--- src/rtl/lmr_pkg.sv ---
// Package: shared mode encoding and controller state type.
// Assumes four modes, ranked by bit index (higher index = preferred).
package lmr_pkg;
    localparam int NMODE  = 4;
    localparam int M10HD  = 0;
    localparam int M10FD  = 1;
    localparam int M100HD = 2;
    localparam int M100FD = 3;

    typedef logic [NMODE-1:0] mode_mask_t;

    typedef enum logic [1:0] {
        ST_DETECT = 2'd0,
        ST_LINKED = 2'd1,
        ST_FAULT  = 2'd2
    } lmr_state_t;
endpackage

--- src/rtl/lmr_prio_pick.sv ---
// Module: picks the highest set bit of a request vector as a one-hot grant.
// Assumes a higher bit index means a higher priority. Purely combinational.
module lmr_prio_pick #(
    parameter int W = 4
) (
    input  logic [W-1:0] req,
    output logic [W-1:0] grant,
    output logic         any
);
    // Scan upward so that the highest set bit is the one that survives.
    always_comb begin
        grant = '0;
        for (int i = 0; i < W; i++) begin
            if (req[i]) begin
                grant    = '0;
                grant[i] = 1'b1;
            end
        end
    end

    // Any request present.
    assign any = |req;
endmodule

--- src/rtl/lmr_pardet.sv ---
// Module: maps the parallel-detect indications to a half-duplex mode.
// Assumes the indications are already qualified by the caller. 100 Mb/s idle wins.
module lmr_pardet
    import lmr_pkg::*;
(
    input  logic       nlp_det,
    input  logic       rx10_det,
    input  logic       idle100_det,
    output mode_mask_t pd_mode,
    output logic       pd_hit
);
    // Choose the speed, always with half duplex.
    always_comb begin
        pd_mode = '0;
        if (idle100_det)
            pd_mode[M100HD] = 1'b1;
        else if (nlp_det || rx10_det)
            pd_mode[M10HD] = 1'b1;
    end

    // A mode was detected.
    assign pd_hit = |pd_mode;
endmodule

--- src/rtl/lmr_fsm.sv ---
// Module: the resolution state machine and its status registers.
// Assumes the common-mode pick and the parallel-detect mapping are computed outside.
// Exit priority: reset, then link loss, then restart, then resolution.
module lmr_fsm
    import lmr_pkg::*;
(
    input  logic       clk,
    input  logic       rst_n,
    input  logic       flp_present,
    input  logic       page_valid,
    input  logic       common_hit,
    input  mode_mask_t common_mode,
    input  logic       pd_hit,
    input  mode_mask_t pd_mode,
    input  logic       link_lost,
    input  logic       restart_wr,
    output logic       an_done,
    output logic       an_fault,
    output mode_mask_t mode_stat,
    output logic       restart_pend
);
    lmr_state_t state_q;

    // State and status update, one register stage.
    always_ff @(posedge clk) begin
        if (!rst_n) begin
            state_q      <= ST_DETECT;
            an_done      <= 1'b0;
            an_fault     <= 1'b0;
            mode_stat    <= '0;
            restart_pend <= 1'b0;
        end else if (link_lost) begin
            state_q      <= ST_DETECT;
            an_done      <= 1'b0;
            an_fault     <= 1'b0;
            mode_stat    <= '0;
            restart_pend <= 1'b0;
        end else if (restart_wr) begin
            state_q      <= ST_DETECT;
            an_done      <= 1'b0;
            an_fault     <= 1'b0;
            mode_stat    <= '0;
            restart_pend <= 1'b1;
        end else begin
            restart_pend <= 1'b0;
            case (state_q)
                ST_DETECT: begin
                    if (!restart_pend) begin
                        if (flp_present) begin
                            if (page_valid) begin
                                if (common_hit) begin
                                    state_q   <= ST_LINKED;
                                    an_done   <= 1'b1;
                                    mode_stat <= common_mode;
                                end else begin
                                    state_q  <= ST_FAULT;
                                    an_fault <= 1'b1;
                                end
                            end
                        end else if (pd_hit) begin
                            state_q   <= ST_LINKED;
                            an_done   <= 1'b1;
                            mode_stat <= pd_mode;
                        end
                    end
                end
                ST_LINKED: state_q <= ST_LINKED;
                ST_FAULT:  state_q <= ST_FAULT;
                default: begin
                    state_q   <= ST_DETECT;
                    an_done   <= 1'b0;
                    an_fault  <= 1'b0;
                    mode_stat <= '0;
                end
            endcase
        end
    end
endmodule

--- src/rtl/link_mode_ctrl.sv ---
// Module: top of the link mode resolution controller.
// Resolves speed/duplex from ability masks, or falls back to parallel detection.
// Assumes all inputs are synchronous to clk.
module link_mode_ctrl
    import lmr_pkg::*;
(
    input  logic             clk,
    input  logic             rst_n,
    input  logic             flp_present,
    input  logic             page_valid,
    input  logic [NMODE-1:0] local_abil,
    input  logic [NMODE-1:0] partner_abil,
    input  logic             nlp_det,
    input  logic             rx10_det,
    input  logic             idle100_det,
    input  logic             link_lost,
    input  logic             restart_wr,
    output logic             an_done,
    output logic             an_fault,
    output logic [NMODE-1:0] mode_stat,
    output logic             restart_pend
);
    mode_mask_t shared_abil;
    mode_mask_t best_mode;
    logic       best_hit;
    mode_mask_t pd_mode;
    logic       pd_hit;

    // Modes that both sides advertise.
    assign shared_abil = local_abil & partner_abil;

    lmr_prio_pick #(.W(NMODE)) pick_i (
        .req   (shared_abil),
        .grant (best_mode),
        .any   (best_hit)
    );

    lmr_pardet pd_i (
        .nlp_det     (nlp_det),
        .rx10_det    (rx10_det),
        .idle100_det (idle100_det),
        .pd_mode     (pd_mode),
        .pd_hit      (pd_hit)
    );

    lmr_fsm fsm_i (
        .clk          (clk),
        .rst_n        (rst_n),
        .flp_present  (flp_present),
        .page_valid   (page_valid),
        .common_hit   (best_hit),
        .common_mode  (best_mode),
        .pd_hit       (pd_hit),
        .pd_mode      (pd_mode),
        .link_lost    (link_lost),
        .restart_wr   (restart_wr),
        .an_done      (an_done),
        .an_fault     (an_fault),
        .mode_stat    (mode_stat),
        .restart_pend (restart_pend)
    );
endmodule

--- config.mk ---
export PLATFORM = sky130hd
export DESIGN_NAME = link_mode_ctrl
export DESIGN_NICKNAME = d
export VERILOG_FILES = /design/src/rtl/lmr_pkg.sv /design/src/rtl/lmr_prio_pick.sv /design/src/rtl/lmr_pardet.sv /design/src/rtl/lmr_fsm.sv /design/src/rtl/link_mode_ctrl.sv
export SDC_FILE = /design/constraint.sdc
export NUM_CORES = 1
export LEC_CHECK = 0
export CELL_PAD_IN_SITES_DETAIL_PLACEMENT = 0
export CELL_PAD_IN_SITES_GLOBAL_PLACEMENT = 1
export CORE_MARGIN = 1.5
export CORE_UTILIZATION = 41
export CTS_CLUSTER_SIZE = 40
export DETAILED_ROUTE_END_ITERATION = 10
export DONT_BUFFER_PORTS = 1
export PLACE_DENSITY = 0.81
export SYNTH_ARGS = -nofsm -noshare
export SYNTH_HDL_FRONTEND = slang
export SYNTH_SLANG_ARGS = --single-unit
--- constraint.sdc ---
create_clock -name clk -period 2 [get_ports clk]
set_input_delay 0.1 -clock clk [delete_from_list [all_inputs] [get_ports clk]]
set_output_delay 0.1 -clock clk [all_outputs]
set_load 0.02 [all_outputs]
==> impl_metrics.py <==
metrics = {
    "status": {
        "outcome": "completed",
    },
    "synth": {
        "synth_xor_area_share_pct": 0,
        "ys_ff_latch": 9,
        "synth_compound_area_share_pct": 17.5,
        "synthesis.instances": 63,
        "synthMuxAreaShare_pct": 7.29,
        "ys_warn_count": 0,
        "synth_top_area_cell": "dfxtp_1",
        "synth.area.top_cells": "dfxtp_1 (33%), mux2i_1 (7.3%), nor2_1 (6.2%), buf_6 (4.1%), nand2_1 (4.1%)",
        "postSynthNetCount": 81,
        "synth_adder_area_share_pct": 2.28,
        "synth-simple-area-share_pct": 33.3,
        "synth_area_per_cell_um2": 8.72,
        "synth.distinct_cells": 30,
        "synth_top_family_by_area": "simple AND/OR/NAND/NOR gates",
        "seq_area_frac_synth_pct": 32.8,
        "mappedNetlistArea_um2": 549,
        "synth_top_cell_area_share_pct": 32.8,
    },
    "global_routing": {
        "grt_pass1_vias": 415,
        "track_usage_pct": 15.9,
        "grt-ovfl-total": 0,
        "grt_pass1_wl_mm": 1.59,
        "grt_max_degree": 9,
        "antenna_found_initial": 0,
    },
    "finish": {
        "syn_to_final_growth_pct": 8.43,
        "utilization_pct": 46.9,
        "drive_above_1_share_pct": 22.4,
        "layout.nets": 86,
        "stdcell_count": 82,
        "n_antenna_cell": 0,
        "final_cell_area_um2": 596,
        "mostFrequentLayoutCells": "nor2_1 (9), dfxtp_1 (9), nand2_1 (6)",
    },
    "timing": {
        "rsz0062_at_grt": "false",
        "timing.final.crit_share_pct": 85.0,
        "finalHoldViolCount": 0,
        "period_minus_slack_ns": 1.70,
        "worst_pin_slew_ns": 0.330,
        "fin_setup_tns_ns": 0,
        "timing.hold.ws_ns": 0.125,
        "slew_viol_final": 0,
        "clock_skew_ns": 0.00422,
        "fin_ws_ns": 0.299,
        "max_freq_ghz": 0.588,
        "setup_violations": 0,
        "max-slew-margin-rel_pct": 77.8,
    },
    "critical_path": {
        "cp.arrival_ns": 1.85,
        "cp-end-kind": "flop",
        "cp_max_fo": 8,
        "crit_required_ns": 2.15,
        "crit_type": "flop to flop",
        "rrSetupSlack_ns": 0.30,
        "critPathLaunchType": "flop",
    },
    "power_and_ir_drop": {
        "total_power_uw": 402,
        "power.leakage_nw": 0.239,
        "powerDensity_nw_per_um2": 676,
        "vdd_drop_max_uv": 366,
    },
    "drt": {
        "post-route-drc-count": 0,
        "num_vias": 445,
        "wl_per_cell_um": 12.0,
        "drtIter0Drc": 6,
        "dr.pass1.iters": 4,
        "wl_um": 987,
        "ant_nets": 0,
        "avgViaCountPerCell": 5.43,
    },
    "clocking": {
        "cts.sinks": 9,
        "clock_path_buffers": 2,
        "clock_latency_ns": 0.26,
        "clk_pin_slew_worst_paths_ns": 0.06,
        "post-cts-setup-buffers": 0,
        "root_buffer": "clkbuf_4",
        "cts_max_level": 1,
        "tritoncts": "yes",
        "cts_buffers": 3,
    },
    "placed_design": {
        "dpl-instance-area_um2": 549,
        "gp_congestion": 0.746,
        "io_buffers": 0,
        "dpl_worst_slack_ns": 0.326,
        "dp_hpwl_um": 779,
        "placed_cells": 76,
    },
    "job": {
        "maxCapViolations": 0,
    },
    "floorplanning": {
        "die_w_um": 39.6,
        "rows": 13,
        "die_y_um": 39.6,
        "start_util_pct": 43.3,
        "io_pins": 24,
        "die_area_um2": 1570,
        "core_um2": 1270,
    },
    "worst_hold_path": {
        "min_path_type": "input pin to flop",
    },
}
## layout make-up
class | count | area (µm²)
fillers | 131 | 673
repair buffers | 3 | 27.5
inverters | 3 | 11.3
multi-input cells | 48 | 332
well taps | 15 | 18.8
clock buffers | 4 | 26.3
flip-flops and latches | 9 | 180
## logic make-up (layout without fill, tap and decap cells)
family,count (synthesis),in the layout
AO/OA/AOI/OAI,13,13
adder cells (fa/ha/maj),1,1
buffers and inverters,6,10
flip-flops,9,9
multiplexers,4,4
AND/OR/NAND/NOR,30,30
## power breakdown
part / internal, mW / switching [mW]
clock network: 0.0766 / 0.0589
registers: 0.183 / 0.00629
logic: 0.0404 / 0.0371
## cell usage after synthesis
master / number
nand2_2: 1
o21ai_0: 3
nor3_4: 1
nand4_1: 1
nand3_1: 3
a22oi_1: 1
nor2b_1: 1
nand2_1: 6
buf_6: 2
nand2b_1: 1
or2_2: 1
a22o_2: 1
o21ai_2: 1
nor2_1: 9
nor4bb_2: 1
or3b_2: 1
ha_1: 1
mux2i_1: 4
o31ai_1: 1
a21oi_2: 1
dfxtp_1: 9
or3_1: 1
o22ai_1: 1
a22o_4: 1
a21oi_1: 3
nand3_2: 1
inv_1: 3
clkbuf_1: 1
nand2b_4: 1
and3b_1: 1
## critical path, stage by stage (launching register included)
cell	delay, ns
dfxtp_1	0.33
inv_1	0.06
ha_1	0.31
nand2_2	0.14
nor3_4	0.06
nor4bb_2	0.26
buf_4	0.19
mux2i_1	0.18
nor2_1	0.06
## what timing repair did
action | CTS | global route
hold buffers | 2 | 0
gates resized for setup | 0 | 0
hold endpoints to repair | 1 | 0
setup endpoints to repair | 0 | 0
## registers in the layout, summed over array words and instances (netlist names)
register,cells
fsm_i.an_done,1
fsm_i.an_fault,1
fsm_i.state_q,2
fsm_i.restart_pend,1
fsm_i.mode_stat,4
## metal layers
| layer | vias to the layer above | GRT usage, % | part of all wire, % | wire length, µm |
|---|---|---|---|---|
| met5 | - | 0 | 0 | 0 |
| met2 | 18 | 24.6 | 46 | 454 |
| li1 | 228 | - | - | - |
| met4 | 0 | 12.9 | 2.4 | 24 |
| met1 | 195 | 19.4 | 44 | 431 |
| met3 | 4 | 1.70 | 7.7 | 76 |
## path summary, 6_finish.rpt
kind | startpoint | end | cells after the start
worst max-delay path | fsm_i.state_q[0]$_SDFFE_PP0P_ | fsm_i.mode_stat[1]$_SDFFE_PP0P_ | 8
worst min register to register | fsm_i.state_q[1]$_SDFFE_PP0P_ | fsm_i.state_q[1]$_SDFFE_PP0P_ | 2
worst min-delay path | link_lost | fsm_i.mode_stat[2]$_SDFFE_PP0P_ | 2
worst max register to register | fsm_i.state_q[0]$_SDFFE_PP0P_ | fsm_i.mode_stat[1]$_SDFFE_PP0P_ | 8
Note: power is estimated with default switching activity, not from simulation.
